File: src/rtl/intArbPkg.sv
package intArbPkg;

  typedef enum logic [1:0] {
    TK_NONE  = 2'd0,
    TK_IRQ   = 2'd1,
    TK_NMI   = 2'd2,
    TK_RESET = 2'd3
  } takeKind_e;

  // Strobes from control to datapath
  typedef struct packed {
    logic takeNmi;
    logic takeIrq;
    logic clearAll;
  } arbStrobe_t;

  localparam logic [15:0] VEC_IRQ_LO   = 16'hFFFE;
  localparam logic [15:0] VEC_NMI_LO   = 16'hFFFA;
  localparam logic [15:0] VEC_RESET_LO = 16'hFFFC;
  localparam logic [15:0] SEQ_FETCH    = 16'h0000;
  localparam logic [15:0] SEQ_NMI      = 16'h0010;
  localparam logic [15:0] SEQ_IRQ      = 16'h0008;

endpackage

File: src/rtl/intReqTracker.sv
module intReqTracker #(
  parameter bit EDGE_MODE = 1'b1,
  parameter int MIN_AGE   = 2
) (
  input  logic clk,
  input  logic rstN,
  input  logic line,
  input  logic take,
  input  logic clear,
  output logic pend,
  output logic eligible
);

  localparam int AGE_W = (MIN_AGE < 1) ? 1 : $clog2(MIN_AGE + 1);
  localparam logic [AGE_W-1:0] AGE_MAX = AGE_W'(MIN_AGE);

  logic             seen;
  logic [AGE_W-1:0] age;
  logic             newEdge;
  logic             drop;

  assign newEdge = line & ~seen;
  assign drop    = EDGE_MODE ? take : ~line;

  always_ff @(posedge clk or negedge rstN) begin
    if (!rstN) begin
      seen <= 1'b0;
      pend <= 1'b0;
      age  <= '0;
    end else if (clear) begin
      seen <= 1'b0;
      pend <= 1'b0;
      age  <= '0;
    end else begin
      seen <= line;
      if (newEdge) begin
        pend <= 1'b1;
        age  <= '0;
      end else if (drop) begin
        pend <= 1'b0;
        age  <= '0;
      end else if (pend && (age < AGE_MAX)) begin
        age <= age + 1'b1;
      end
    end
  end

  assign eligible = pend && (age >= AGE_MAX) && (EDGE_MODE || line);

  // an eligible request was already pending one cycle earlier
  a_r4_aged_request: assert property (@(posedge clk) disable iff (!rstN)
    eligible |-> $past(pend));

  generate
    if (EDGE_MODE) begin : g_edgeChk
      // a taken edge request is consumed unless a fresh edge arrives
      a_r5_edge_consumed: assert property (@(posedge clk) disable iff (!rstN)
        (take && !newEdge && !clear) |=> !pend);
    end
  endgenerate

endmodule

File: src/rtl/intDatapath.sv
module intDatapath #(
  parameter int MIN_AGE  = 2,
  parameter int IRQ_SRCS = 2
) (
  input  logic                   clk,
  input  logic                   rstN,
  input  logic                   resetReq,
  input  logic                   nmiIn,
  input  logic [IRQ_SRCS-1:0]    irqSrc,
  input  intArbPkg::arbStrobe_t  strobe,
  output logic                   resetPend,
  output logic                   nmiElig,
  output logic                   irqElig
);

  localparam int CHANS = 2;   // channel 0: edge (NMI), channel 1: level (IRQ)

  logic [CHANS-1:0] chanLine;
  logic [CHANS-1:0] chanTake;
  logic [CHANS-1:0] chanPend;
  logic [CHANS-1:0] chanElig;

  assign chanLine[0] = nmiIn;
  assign chanLine[1] = |irqSrc;
  assign chanTake[0] = strobe.takeNmi;
  assign chanTake[1] = strobe.takeIrq;

  generate
    for (genvar g = 0; g < CHANS; g++) begin : g_chan
      intReqTracker #(
        .EDGE_MODE (g == 0),
        .MIN_AGE   (MIN_AGE)
      ) u_trk (
        .clk      (clk),
        .rstN     (rstN),
        .line     (chanLine[g]),
        .take     (chanTake[g]),
        .clear    (strobe.clearAll),
        .pend     (chanPend[g]),
        .eligible (chanElig[g])
      );
    end
  endgenerate

  always_ff @(posedge clk or negedge rstN) begin
    if (!rstN)                resetPend <= 1'b0;
    else if (resetReq)        resetPend <= 1'b1;
    else if (strobe.clearAll) resetPend <= 1'b0;
  end

  assign nmiElig = chanElig[0];
  assign irqElig = chanElig[1];

  // a taken reset leaves nothing pending on the following cycle
  a_r8_reset_clears: assert property (@(posedge clk) disable iff (!rstN)
    (strobe.clearAll && !resetReq) |=> (!resetPend && chanPend == '0));

endmodule

File: src/rtl/intControl.sv
module intControl #(
  parameter int STATE_W = 16,
  parameter int ADDR_W  = 16
) (
  input  logic                  clk,
  input  logic                  rstN,
  input  logic [STATE_W-1:0]    curState,
  input  logic                  busAvail,
  input  logic                  cycleRead,
  input  logic                  iFlag,
  input  logic                  resetPend,
  input  logic                  nmiElig,
  input  logic                  irqElig,
  output logic [STATE_W-1:0]    nextState,
  output logic                  vecLoad,
  output logic [ADDR_W-1:0]     vecLoAddr,
  output logic [ADDR_W-1:0]     vecHiAddr,
  output intArbPkg::takeKind_e  takeKind,
  output logic                  holdCycle,
  output intArbPkg::arbStrobe_t strobe
);
  import intArbPkg::*;

  logic atFetch;
  logic decide;

  assign atFetch = (curState == '0);
  assign decide  = atFetch && busAvail;

  always_comb begin
    takeKind = TK_NONE;
    if (decide) begin
      if (resetPend)                takeKind = TK_RESET;
      else if (nmiElig)             takeKind = TK_NMI;
      else if (irqElig && !iFlag)   takeKind = TK_IRQ;
    end
  end

  always_comb begin
    nextState = curState;
    vecLoAddr = '0;
    unique case (takeKind)
      TK_RESET: begin nextState = STATE_W'(SEQ_FETCH); vecLoAddr = ADDR_W'(VEC_RESET_LO); end
      TK_NMI:   begin nextState = STATE_W'(SEQ_NMI);   vecLoAddr = ADDR_W'(VEC_NMI_LO);   end
      TK_IRQ:   begin nextState = STATE_W'(SEQ_IRQ);   vecLoAddr = ADDR_W'(VEC_IRQ_LO);   end
      default:  ;
    endcase
  end

  assign vecLoad   = (takeKind != TK_NONE);
  assign vecHiAddr = vecLoad ? vecLoAddr + 1'b1 : '0;
  assign holdCycle = !busAvail && (atFetch || cycleRead);

  assign strobe.takeNmi  = (takeKind == TK_NMI);
  assign strobe.takeIrq  = (takeKind == TK_IRQ);
  assign strobe.clearAll = (takeKind == TK_RESET);

  // vectors are loaded only at the fetch boundary
  a_r2_fetch_only: assert property (@(posedge clk) disable iff (!rstN)
    vecLoad |-> (curState == '0));

  // a stalled bus freezes the decision
  a_r9_stall_freezes: assert property (@(posedge clk) disable iff (!rstN)
    !busAvail |-> (!vecLoad && nextState == curState));

  // a set I flag never lets a maskable request through
  a_r6_masked: assert property (@(posedge clk) disable iff (!rstN)
    iFlag |-> (takeKind != TK_IRQ));

  // a pending reset at an open fetch is never overtaken
  a_r3_reset_first: assert property (@(posedge clk) disable iff (!rstN)
    (resetPend && decide) |-> (vecLoAddr == ADDR_W'(VEC_RESET_LO)));

endmodule

File: src/rtl/intArbiter.sv
module intArbiter #(
  parameter int STATE_W = 16,
  parameter int ADDR_W  = 16,
  parameter int MIN_AGE = 2
) (
  input  logic               clk,
  input  logic               rstN,
  input  logic               resetReq,
  input  logic               nmiIn,
  input  logic               irqSrcA,
  input  logic               irqSrcB,
  input  logic               iFlag,
  input  logic [STATE_W-1:0] curState,
  input  logic               busAvail,
  input  logic               cycleRead,
  output logic [STATE_W-1:0] nextState,
  output logic               vecLoad,
  output logic [ADDR_W-1:0]  vecLoAddr,
  output logic [ADDR_W-1:0]  vecHiAddr,
  output logic [1:0]         takeKind,
  output logic               holdCycle
);
  import intArbPkg::*;

  arbStrobe_t strobe;
  takeKind_e  kind;
  logic       resetPend;
  logic       nmiElig;
  logic       irqElig;

  intDatapath #(
    .MIN_AGE  (MIN_AGE),
    .IRQ_SRCS (2)
  ) u_dp (
    .clk       (clk),
    .rstN      (rstN),
    .resetReq  (resetReq),
    .nmiIn     (nmiIn),
    .irqSrc    ({irqSrcB, irqSrcA}),
    .strobe    (strobe),
    .resetPend (resetPend),
    .nmiElig   (nmiElig),
    .irqElig   (irqElig)
  );

  intControl #(
    .STATE_W (STATE_W),
    .ADDR_W  (ADDR_W)
  ) u_ctl (
    .clk       (clk),
    .rstN      (rstN),
    .curState  (curState),
    .busAvail  (busAvail),
    .cycleRead (cycleRead),
    .iFlag     (iFlag),
    .resetPend (resetPend),
    .nmiElig   (nmiElig),
    .irqElig   (irqElig),
    .nextState (nextState),
    .vecLoad   (vecLoad),
    .vecLoAddr (vecLoAddr),
    .vecHiAddr (vecHiAddr),
    .takeKind  (kind),
    .holdCycle (holdCycle),
    .strobe    (strobe)
  );

  assign takeKind = kind;

endmodule

File: config.mk
export PLATFORM = sky130hd
export DESIGN_NAME = intArbiter
export DESIGN_NICKNAME = d
export VERILOG_FILES = /design/src/rtl/intArbPkg.sv /design/src/rtl/intReqTracker.sv /design/src/rtl/intDatapath.sv /design/src/rtl/intControl.sv /design/src/rtl/intArbiter.sv
export SDC_FILE = /design/constraint.sdc
export NUM_CORES = 1
export LEC_CHECK = 0
export BUFFER_PORTS_ARGS = -buffer_cell sky130_fd_sc_hd__clkbuf_2
export CAP_MARGIN = 10
export CORE_MARGIN = 2
export CORE_UTILIZATION = 29
export CTS_BUF_LIST = sky130_fd_sc_hd__clkbuf_4
export DETAILED_ROUTE_END_ITERATION = 6
export MAX_ROUTING_LAYER = met4
export PLACE_DENSITY = 0.66
export SYNTH_ARGS = -nofsm -noshare
export SYNTH_HDL_FRONTEND = slang
export SYNTH_SLANG_ARGS = --single-unit
export TNS_END_PERCENT = 50
File: constraint.sdc
create_clock -name clk -period 2.4 [get_ports clk]
set_clock_uncertainty 0.05 [all_clocks]
set_input_delay 0.24 -clock clk [delete_from_list [all_inputs] [get_ports clk]]
set_output_delay 0.24 -clock clk [all_outputs]
set_load 0.02 [all_outputs]
After elaboration in Yosys (flattened, before gate mapping)
Cells that the tools add are included.
Word-level totals
  flip-flop bits (word level): 9
  latch bits: 0
  RAM bits: 0
  bits in read-only memories: 0
  bits of input ports: 25
  output and inout bits: 52
  word-level logic and storage cells: 65
  memories kept: 0
Cells by class
  $add $sub $neg: 3
  multipliers: 0
  div/mod/pow operators: 0
  $lt $le $gt $ge: 4
  equality and inequality tests: 5
  shift operators: 0
  mux-type cells: 25
  bitwise gates (word level): 4
  reductions and logical operators: 17
Operator list (number)
  $pmux 16 s3: 2
  $mux 2: 11
  $add 16x1->16 const B: 1
  $logic_not 16->1: 1
  $mux 16: 1
  $mux 1: 11
  $logic_and 1x1->1: 8
  $add 2x1->2 const B: 2
  $eq 2x2->1 const B: 2
  $ge 2x2->1 const B: 2
  $lt 2x2->1 const B: 2
  $ne 4x1->1 const B: 1
  $reduce_bool 2->1: 2
  $reduce_bool 4->1: 1
  $ne 3x1->1 const B: 1
  $reduce_bool 3->1: 1
  $and 1x1->1: 2
  $eq 2x1->1 const B: 1
  $logic_not 1->1: 2
  $not 1->1: 2
  $reduce_or 2->1: 1
  $logic_or 1x1->1: 1

Depth between registers and ports, before layout
Gate-level depths: netlist (run 1).
  word-level depth: 12
  gate-level depth with buffers: 9
  mapped depth without buffers: 9

Hierarchy
From an unflattened synthesis (run 1), not the netlist that was laid out.
Second synthesis, totals
  cell total of the unflattened synthesis: 110
  area, all modules: 910.9 um^2
Modules (own cells, without submodules)
  intControl: times used 1, cells an instance 70, area each 498.0 um^2
  intReqTracker (u_dp.g_chan[0].u_trk): times used 1, cells an instance 19, area each 193.9 um^2
  intReqTracker (u_dp.g_chan[1].u_trk): times used 1, cells an instance 17, area each 176.4 um^2
  intDatapath: times used 1, cells an instance 4, area each 42.5 um^2

Least setup slack after synthesis (run 1)
Ideal clock, no wire load.
  path type: reg-to-output
  start: register u_dp.g_chan[0].u_trk.age[0]
  end: output vecHiAddr[0]
  arrival time: 2520 ps
  data required time: 2110 ps
  setup slack: -410 ps
  stages on the path, launching flop included: 10
  buffers on the path: 2
  cells stage by stage: dfrtp_1 > inv_1 > ha_1 > o21ai_0 > a41oi_1 > or3b_1 > ha_1 > clkbuf_1 > inv_1 > buf_4
On the way
  cells in the longest elaborated chain, start to end: 7
RTL lines
  from (decl): RTL line intReqTracker.sv:18  | logic [AGE_W-1:0] age;
  from (signal assigned): RTL line intReqTracker.sv:43  | age <= age + 1'b1;
  $ge 2x2->1: RTL line intReqTracker.sv:48  | assign eligible = pend && (age >= AGE_MAX) && (EDGE_MODE || line);
  $logic_and 1x1->1: RTL line intReqTracker.sv:48
  $mux 2: RTL line intControl.sv:34  | else if (nmiElig) takeKind = TK_NMI;
  $mux 2: RTL line intControl.sv:33  | if (resetPend) takeKind = TK_RESET;
  $mux 2: RTL line intControl.sv:32  | if (decide) begin
  $reduce_bool 2->1: RTL line intControl.sv:50  | assign vecLoad = (takeKind != TK_NONE);
  via vecLoad: RTL line intArbiter.sv:17  | output logic vecLoad,
  $mux 16: RTL line intControl.sv:51  | assign vecHiAddr = vecLoad ? vecLoAddr + 1'b1 : '0;
  to (decl): RTL line intArbiter.sv:19  | output logic [ADDR_W-1:0] vecHiAddr,
The timed path passes the listed nets, and every way through them passes these cells.

Worst setup path in the final report (run 1)
  start: register u_dp.g_chan[0].u_trk.age[1]
  end: output nextState[3]
On the way
  cells in the longest elaborated chain, start to end: 7
RTL lines
  $ge 2x2->1 (*): RTL line intReqTracker.sv:48
  $logic_and 1x1->1 (*): RTL line intReqTracker.sv:48
  $mux 2 (*): RTL line intControl.sv:34
  $mux 2 (*): RTL line intControl.sv:33
  $mux 2 (*): RTL line intControl.sv:32
  $eq 2x1->1 or $eq 2x2->1 (tied branches)
  $pmux 16 s3 (*): RTL line intControl.sv:42  | unique case (takeKind)
  to (decl): RTL line intArbiter.sv:16  | output logic [STATE_W-1:0] nextState,
Mark *: on every way between the ends. The rest lies on a longest branch, timed or not.

==> results of run 1 <==
## worst paths after layout
| path | cells past startpoint | slack (ps) | endpoint | startpoint |
|---|---|---|---|---|
| setup / recovery | 7 | -90 | nextState[3] | u_dp.g_chan[0].u_trk.age[1] |
| hold / removal | 2 | 90 | u_dp.resetPend | resetReq |
| setup reg to reg | 7 | 300 | u_dp.g_chan[0].u_trk.age[1] | u_dp.g_chan[0].u_trk.age[1] |
| hold reg to reg | 1 | 420 | u_dp.g_chan[1].u_trk.pend | u_dp.g_chan[1].u_trk.seen |
| max in group asynchronous | 2 | 1800 | u_dp.g_chan[0].u_trk.age[0] | rstN |
| min in group asynchronous | 2 | 310 | u_dp.g_chan[1].u_trk.pend | rstN |
## cell families after synthesis
family | after synthesis | share of synthesized area (%)
buf+inv | 41 | 29.2
simple gates | 38 | 27.7
compound gates | 12 | 7.98
flops | 9 | 24.4
fa+ha+maj | 6 | 8.12
other cells | 1 | 0.406
xor+xnor | 1 | 0.947
mux | 1 | 1.22
## stage by stage
step / hold WS (ps) / utilization, % / worst slack [ps]
after floorplan: -106 / - / -124
after global placement: 60.4 / 38.4 / -0.806
after detailed placement: 62.3 / 38.4 / -34.9
after CTS: 93.1 / 45.5 / -122
after global routing: 99.2 / 48.9 / -212
final: 93.9 / 48.9 / -91.4
## where the power goes
part,switching [W],leakage (nW),internal (W),total (W)
Sequential,0.0000185,0.101,0.000180,0.000199
Clock,0.0000577,0.0184,0.0000757,0.000133
Combinational,0.000123,0.668,0.000155,0.000278
## critical path: stages, from the launching register on
cell and delay (ps):
dfrtp_1 380, ha_2 190, o21ai_2 140, a41oi_2 150
or3b_4 410, ha_4 220, mux2_2 270, buf_2 160
## flip-flops by register name, indices dropped and copies added, names as in the netlist
signal and cells:
u_dp.resetPend 1, u_dp.g_chan.u_trk.age 4, u_dp.g_chan.u_trk.seen 2, u_dp.g_chan.u_trk.pend 2
## what timing repair did
| item | 4_1_cts | 5_1_grt |
|---|---|---|
| hold buffers | 1 | 0 |
| pin swaps | 9 | 10 |
| gates cloned | 2 | 0 |
| endpoints found under the setup margin | 44 | 47 |
| gates resized for setup | 46 | 76 |
| setup buffers | 4 | 1 |
| hold endpoints to repair | 9 | 0 |
## per-layer routing
metal | part of all wire [%] | GRT usage [%]
met3 | 6.6 | 1.92
met4 | 1.0 | 3.73
met2 | 54 | 20.3
met1 | 38 | 14.6
met5 | 0 | -
## layout make-up
class | count | share of cell area [%]
clock buffers | 4 | 2.01
inverters | 9 | 2.51
multi-input cells | 59 | 33.7
flip-flops and latches | 9 | 15.1
well taps | 44 | 3.69
repair buffers | 86 | 42.5
repair inverters | 1 | 0.503
## placed cells by master, fill, tap and decap left out, types with 2 or more instances in the layout
cell	n
a21oi_1	5
and2_4	14
buf_2	7
buf_4	29
buf_6	14
buf_8	4
clkbuf_2	31
clkbuf_4	4
clkinvlp_4	2
dfrtp_1	9
ha_1	3
ha_2	2
inv_1	8
nand2_1	2
nor2_1	4
nor2b_1	5
nor3b_1	2
nor4_2	4
o21ai_2	2
or3_1	2
or3b_4	2
==> results by group, run 1 <==
Job
  • Total of max-cap violations: 0

Critical path
  • Crit path DAT: roughly 2200 ps
  • Worst Path Required: 2110 ps
  • Startpoint types: register
  • Critical path type: reg2out
  • Worst-path fanout max: 7
  • CP Capture Type: output pin

Final layout
  • Layout area overhead: 61.6%
  • FILL cells: 302
  • Design area: ~1500 um^2
  • Fraction of layout instances using a drive strength above 1: slightly above 70%
  • Footprint of the multi-input gates: 503 um^2
  • Nets: 200
  • Final cell count without fillers: approximately 210
  • # diodes: 0
  • FF+latch area: around 230 um^2

Place
  • Dpl hpwl: 1.59 mm
  • PortBufs: 75
  • GPL Wtd Cong: between 0.6 and 0.7
  • Dpl cells: 200
  • Placed Area: between 1000 and 1500 um^2

Floorplan
  • Initial core utilization: a little under a third
  • Boundary pin count: between 70 and 80
  • Die ar.: between 3000 and 4000 um^2
  • DIE HEIGHT: approximately 60 um
  • Die W: slightly above 60 um
  • Core Footprint: slightly above 3000 um^2
  • # rows: 20

Power
  • Worst vdd ir: ~230 uV
  • Pleak: between 0.7 and 0.8 nW
  • Tot Pwr: a little over 0.0006 W
  • Pwr/cell area: a little over 400 nW/um^2

Clock network
  • Total CTS buffers: 3
  • Skew-Pair Late Insertion Delay: roughly 270 ps
  • Longest Clk Path Bufs: 2
  • Htree depth: 1
  • Clock Root Buffer: clkbuf_4
  • CTS clk-pin slew, worst paths: 60 ps
  • CTS tree: yes
  • # clock sinks: 9

STA
  • Final WS setup: -91.4 ps
  • F_max: 401 MHz
  • Final hold violations: 0
  • Post-Route Setup TNS: -1430 ps
  • Fin crit share: 104%
  • Max-slew violation count: 0
  • Minimum clock period: 2490 ps
  • Unrepaired setup endpoints after global routing: yes
  • Final setup violation count: 44

Synthesis
  • Cells after Synth: 109
  • Post-synth EDFFs: 0
  • Syn Nets: 140
  • Top cells by count, synth: 31 x buf_4, 13 x and2_1, 9 x dfrtp_1, 9 x inv_1, 6 x ha_1
  • Ys flop type: dfrtp_1
  • Ys Warns: 0
  • Synth area leader: buf_4
  • Post-synth top area share: between 20% and 30%
  • FFs w/ async S/R, synth: 100%
  • #FFs+latches synth: 9
  • Syn Area/Cell: between 8 and 9 um^2
  • Count leader, synth: buf_4
  • Synth Cell Area: between 900 and 1000 um^2
  • Synth unique cells: 25
  • Ranking of synthesized cells by area: buf_4 25%, dfrtp_1 24%, and2_1 8.8%, ha_1 8.1%, nor4_2 5.4%
  • Sequential-to-total area share from yosys stat: 24.4%

Detailed routing
  • Drt pass-1 iters: 4
  • Via density: 4.30
  • DR WL/cell: 11.3 um
  • Routed vias: ~910
  • Final wirelength: between 2 and 2.5 mm
  • DR iter-0 viols: 10
  • # DRC: 0
  • DRT antenna net count: 0

GRT
  • Vias in the first global route: ~740
  • Gr ovfl total: 0
  • Initial antenna violation count: 0
  • GRT Resource Usage Total: 12.0%
  • First-pass GRT wire length: between 3 and 4 mm
  • Largest net degree at the start of global routing: 15

Status
  • Violated checks: setup timing
  • Status: complete, but fails checks

Hold path
  • Hold Crit Class: in2reg
No activity file was read; power rests on OpenSTA's default activity.
==> inputs of run 2 (changes only) <==
Settings changed: GPL_TIMING_DRIVEN from default to 0.
==> run 2 against run 1 <==
Maximum frequency decreased by 2.8%. Highest routed layer is now met3. Setup slack got worse by 72 ps. Critical path type unchanged. Non-clock buffer count increased by 30. Sequential power about the same. The run still ends with setup timing left. Critical path depth increased by 4. Combinational power decreased by 13%. Die area unchanged. First-iteration DRC count increased by 30%. Utilization increased by 15 points.
==> results by group, run 2 (synthesis results as in run 1) <==
Clock network
  • CTS tree: yes
  • Longest Clk Path Bufs: 2
  • Total CTS buffers: 3
  • Clock Root Buffer: clkbuf_4
  • Htree depth: 1
  • CTS clk-pin slew, worst paths: ~60 ps
  • # clock sinks: 9
  • Skew-Pair Late Insertion Delay: between 200 and 300 ps

Status
  • Status: complete, but fails checks
  • Violated checks: setup timing

GRT
  • Initial antenna violation count: 0
  • Vias in the first global route: about 870
  • GRT Resource Usage Total: 13.5%
  • First-pass GRT wire length: 3.68 mm
  • Gr ovfl total: 0
  • Largest net degree at the start of global routing: 11

Power
  • Pwr/cell area: 291 nW/um^2
  • Psw: roughly 0.00018 W
  • Internal: 0.000383 W
  • Switching share of power: approximately a third
  • Pleak: 0.967 nW
  • Worst vdd ir: between 200 and 300 uV
  • Clock share of power: a little over a fifth
  • Sequential Power Share: a little over a third
  • Tot Pwr: 0.000564 W
  • Part of the power in combinational logic: a little over two fifths

Floorplan
  • Boundary pin count: 77
  • # rows: 20
  • DIE HEIGHT: around 60 um
  • Die W: around 60 um
  • Core Footprint: a little over 3000 um^2
  • Die ar.: between 3000 and 4000 um^2
  • Initial core utilization: a little over 30%

Detailed routing
  • Via density: around 4.1
  • Final wirelength: roughly 2.6 mm
  • Drt pass-1 iters: 3
  • DRT antenna net count: 0
  • DR iter-0 viols: 13
  • # DRC: 0
  • DR WL/cell: ~11 um
  • Routed vias: roughly 1000

STA
  • Final setup violation count: 44
  • Fin crit share: 107%
  • Final hold violations: 0
  • Worst slew pin tran: approximately 560 ps
  • F_max: slightly below 400 MHz
  • Final WS setup: -163 ps
  • Worst hold slack: roughly 120 ps
  • Minimum clock period: approximately 2600 ps
  • Max-slew violation count: 0
  • Relative slew slack: between 60% and 70%
  • Unrepaired setup endpoints after global routing: yes

Job
  • Total of max-cap violations: 0

Final layout
  • Nets: between 200 and 250
  • Largest Register: u_dp.g_chan.u_trk.age
  • FF+latch area: ~230 um^2
  • Fraction of layout instances using a drive strength above 1: 70.9%
  • Max reg flops: 4
  • Top flop regs: u_dp.g_chan.u_trk.age x4, u_dp.g_chan.u_trk.pend x2, u_dp.g_chan.u_trk.seen x2
  • Commonest non-fill, non-tap cell in the layout: clkbuf_2
  • Footprint of the multi-input gates: about 470 um^2
  • # diodes: 0
  • Commonest non-fill, non-tap cells in the layout: 34 x clkbuf_2, 26 x buf_6, 19 x buf_8, 17 x buf_4, 10 x and2_1
  • Layout area overhead: 109%
  • Design area: ~1900 um^2
  • FILL cells: about 260
  • Layout Utilization: between 60% and 70%

Critical path
  • Reg2Reg Capture Point: u_dp.g_chan[1].u_trk.age[0]
  • Startpoint types: register
  • Slowest-stage cell, CP: or3b_4
  • CP startpoint: u_dp.g_chan[1].u_trk.age[0]
  • Worst-path fanout max: 7
  • R2R depth: 9
  • Worst setup path end: vecHiAddr[8]
  • Critical path type: reg2out
  • R2r setup slk: around 190 ps
  • Worst path max stage delay: 410 ps
  • Crit path DAT: between 2000 and 2500 ps
  • Worst Path Required: around 2100 ps
  • Worst r2r src: u_dp.g_chan[1].u_trk.age[0]
  • CP Cell Sequence: inv_1, ha_2, or2_4, a41oi_2, or3b_4, ha_4, clkbuf_16, clkinvlp_4, buf_12, buf_6, buf_8
  • CP Capture Type: output pin

Hold path
  • Hold Crit Class: in2reg
  • Hold path startpoint: resetReq

Place
  • Dpl hpwl: 1.86 mm
  • GPL Wtd Cong: between 0.7 and 0.8
  • Placed Area: 1440 um^2
  • PortBufs: 75
run 2: worst min-delay path by stage:
stage                                              to  slack [ps]  cells past startpoint
after floorplan           u_dp.g_chan[0].u_trk.age[0]        -110                      0
after global placement                 u_dp.resetPend          50                      1
after detailed placement               u_dp.resetPend          60                      1
after CTS                              u_dp.resetPend         120                      2
after global routing                   u_dp.resetPend         110                      2
final                                  u_dp.resetPend         120                      2
run 2: timing repair:
item	in CTS	in global routing
gates resized for setup	59	46
endpoints found under the setup margin	46	50
hold buffers	1	0
buffers inserted	6	1
pin swaps	4	1
cloned	2	1
hold endpoints to repair	9	0
run 2: power by group through the flow:
stage	registers (W)	clock network, W	logic, W
floorplan	0.000203	0	0.000141
global placement	0.000206	0	0.000194
detailed placement	0.000210	0	0.000203
CTS	0.000198	0.000129	0.000240
global route	0.000202	0.000138	0.000274
finish	0.000198	0.000123	0.000243
run 2: worst max-delay path, delay by kind of cell, from the launching register on:
family,cells,cell delay (ps)
AOI/OAI and AO/OA,1,120
adders and majority gates,2,340
buffers and inverters,6,650
DFF,1,380
and+or+nand+nor,2,520
run 2: final cells by class:
class	instances	share of cell area (%)
timing repair inverter	2	0.775
sequential	9	11.6
multi-input combinational	59	24.4
clock buffer	4	1.55
inverter	9	1.94
timing repair buffer	84	39.7
tap	44	2.84
buffer	32	17.2
run 2: metrics by stage:
| step | setup TNS (ps) | setup WS, ps | std cells |
|---|---|---|---|
| 2_1_floorplan | -2830 | -124 | 109 |
| 3_3_place_gp | -8820 | -335 | 228 |
| 3_5_place_dp | -9930 | -377 | 228 |
| 4_1_cts | -6570 | -218 | 241 |
| 5_1_grt | -9030 | -254 | 243 |
| 6_report | -4990 | -163 | 243 |
run 2: metal layers:
layer  vias to the layer above  share of wire (%)  track usage (%)
met3                         0                7.7             2.35
met4                         0                  0             2.80
met1                       442                 39             15.4
li1                        500                  -                -
met2                        43                 53             24.7
met5                         -                  0                -
==> inputs of run 3 (changes only) <==
Settings changed: CORE_MARGIN 2 to default, CORE_UTILIZATION 29 to 35, CTS_BUF_LIST sky130_fd_sc_hd__clkbuf_4 to default, PLACE_DENSITY 0.66 to 0.77.
==> run 3 against run 2 <==
Final area up 0.84%. Utilization up 15 points. Final cell count down 5.8%. First-iteration DRC count up 77%. The flow still finishes with violations (setup timing). Critical path depth down 1. Combinational power up 7%.
==> results by group, run 3 (synthesis results as in run 1) <==
Detailed routing
  • DRT antenna net count: 0
  • # DRC: 0
  • DR WL/cell: about 15 um
  • Final wirelength: between 3 and 4 mm
  • Routed vias: 1065
  • Drt pass-1 iters: 4
  • DR iter-0 viols: 23
  • Via density: 4.65

Power
  • Worst vdd ir: around 340 uV
  • Tot Pwr: ~0.00058 W
  • Sequential Power Share: between 30% and 40%
  • Clock share of power: 20.2%
  • Switching share of power: roughly 34%
  • Internal: ~0.00038 W
  • Psw: 0.000198 W
  • Part of the power in combinational logic: a little under half
  • Pleak: 0.979 nW
  • Pwr/cell area: roughly 300 nW/um^2

Critical path
  • Crit path DAT: ~2400 ps
  • Startpoint types: register
  • Worst-path fanout max: 7
  • Critical path type: reg2out
  • CP dominant cell by count: buf_4
  • Slowest-stage cell, CP: or3b_4
  • Worst path max stage delay: 440 ps
  • CP Cell Sequence: inv_1, ha_2, o21ai_2, a41oi_2, or3b_4, ha_4, clkbuf_16, clkinvlp_4, buf_4, buf_4
  • CP Capture Type: output pin
  • Worst Path Required: about 2100 ps

Final layout
  • Top flop regs: u_dp.g_chan.u_trk.age x4, u_dp.g_chan.u_trk.pend x2, u_dp.g_chan.u_trk.seen x2
  • Final cell count without fillers: between 200 and 250
  • Largest Register: u_dp.g_chan.u_trk.age
  • Max reg flops: 4
  • Layout area overhead: 111%
  • Footprint of the multi-input gates: approximately 480 um^2
  • Commonest non-fill, non-tap cell in the layout: buf_6
  • FILL cells: ~160
  • # diodes: 0
  • Fraction of layout instances using a drive strength above 1: a little under three quarters
  • Commonest non-fill, non-tap cells in the layout: 37 x buf_6, 32 x clkbuf_2, 24 x buf_8, 12 x buf_4, 9 x dfrtp_1
  • FF+latch area: 225 um^2
  • Nets: approximately 230

Floorplan
  • Die W: roughly 53 um
  • Core Footprint: around 2500 um^2
  • Boundary pin count: a little under 80
  • DIE HEIGHT: 53.4 um
  • # rows: 18
  • Die ar.: 2850 um^2
  • Initial core utilization: between 30% and 40%

STA
  • Worst slew pin tran: between 600 and 700 ps
  • Fin crit share: 112%
  • Relative slew slack: around 55%
  • Unrepaired setup endpoints after global routing: yes
  • Final hold violations: 0
  • Max-slew violation count: 0
  • F_max: around 370 MHz
  • Minimum clock period: about 2700 ps
  • Final WS setup: -277 ps
  • Final setup violation count: 46
  • Worst hold slack: about 110 ps
  • Post-Route Setup TNS: -9730 ps

GRT
  • Gr ovfl total: 0
  • GRT Resource Usage Total: between 20% and 30%
  • First-pass GRT wire length: ~4.5 mm
  • Vias in the first global route: just under 1000
  • Initial antenna violation count: 0
  • Largest net degree at the start of global routing: 10

Clock network
  • Skew-Pair Late Insertion Delay: about 260 ps
  • CTS clk-pin slew, worst paths: ~60 ps
  • Total CTS buffers: 3
  • # clock sinks: 9
  • CTS tree: yes
  • Htree depth: 1
  • Clock Root Buffer: clkbuf_4
  • Longest Clk Path Bufs: 2

Place
  • Dpl cells: around 210
  • GPL Wtd Cong: around 0.74
  • Dpl hpwl: ~1.8 mm
  • PortBufs: 75

Job
  • Total of max-cap violations: 0

Status
  • Violated checks: setup timing
  • Status: complete, but fails checks

Hold path
  • Hold Crit Class: in2reg
run 3: power groups by stage:
stage	Sequential (W)	Combinational, W	Clock, W
floorplan	0.000203	0.000141	0
global placement	0.000206	0.000197	0
detailed placement	0.000209	0.000205	0
CTS	0.000199	0.000244	0.000122
global route	0.000203	0.000284	0.000128
finish	0.000201	0.000260	0.000117
run 3: what timing repair did:
| action | in CTS | in global routing |
|---|---|---|
| endpoints found under the setup margin | 48 | 51 |
| resized for setup | 65 | 62 |
| cloned | 3 | 0 |
| setup buffers | 7 | 1 |
| hold endpoints to repair | 9 | 0 |
| hold buffers | 1 | 0 |
| pin swaps | 4 | 5 |
run 3: area by class of cell:
cell class              count  share of cell area, %
well taps                  30                   1.92
repair buffers             84                   40.0
multi-input cells          59                   24.5
inverters                   9                   1.92
plain buffers              32                   18.0
repair inverters            2                  0.769
flip-flops and latches      9                   11.5
clock buffers               4                   1.35
run 3: final timing paths:
kind,from,end,slack (ps),depth (start not counted)
worst max register to register,u_dp.g_chan[0].u_trk.age[0],u_dp.g_chan[1].u_trk.age[0],60,9
worst min-delay path,resetReq,u_dp.resetPend,110,2
min in group asynchronous,rstN,u_dp.resetPend,310,2
worst min register to register,u_dp.g_chan[1].u_trk.seen,u_dp.g_chan[1].u_trk.pend,420,1
max in group asynchronous,rstN,u_dp.g_chan[1].u_trk.age[0],1800,2
worst max-delay path,u_dp.g_chan[0].u_trk.age[0],vecLoAddr[7],-280,10
run 3: metal layers:
layer	track usage, %	vias to the layer above	routed length, um
li1	-	503	-
met1	25.3	496	1340
met4	11.0	0	89
met3	4.89	8	259
met2	37.1	58	1860
met5	-	-	0
run 3: critical path: cells and delay by family (launching register included):
family	cells	cell delay, ps
AO/OA/AOI/OAI	2	300
adder cells (fa/ha/maj)	2	370
buffers and inverters	5	670
flip-flops	1	350
AND/OR/NAND/NOR	1	440
run 3: stage by stage:
step | util, % | setup WS [ps] | instance area (um^2)
after CTS | 74.9 | -231 | 1860
final | 78.8 | -277 | 1950
after global placement | 57.3 | -322 | 1420
after detailed placement | 57.3 | -383 | 1420
after floorplan | - | -124 | 1010
after global routing | 78.8 | -353 | 1950
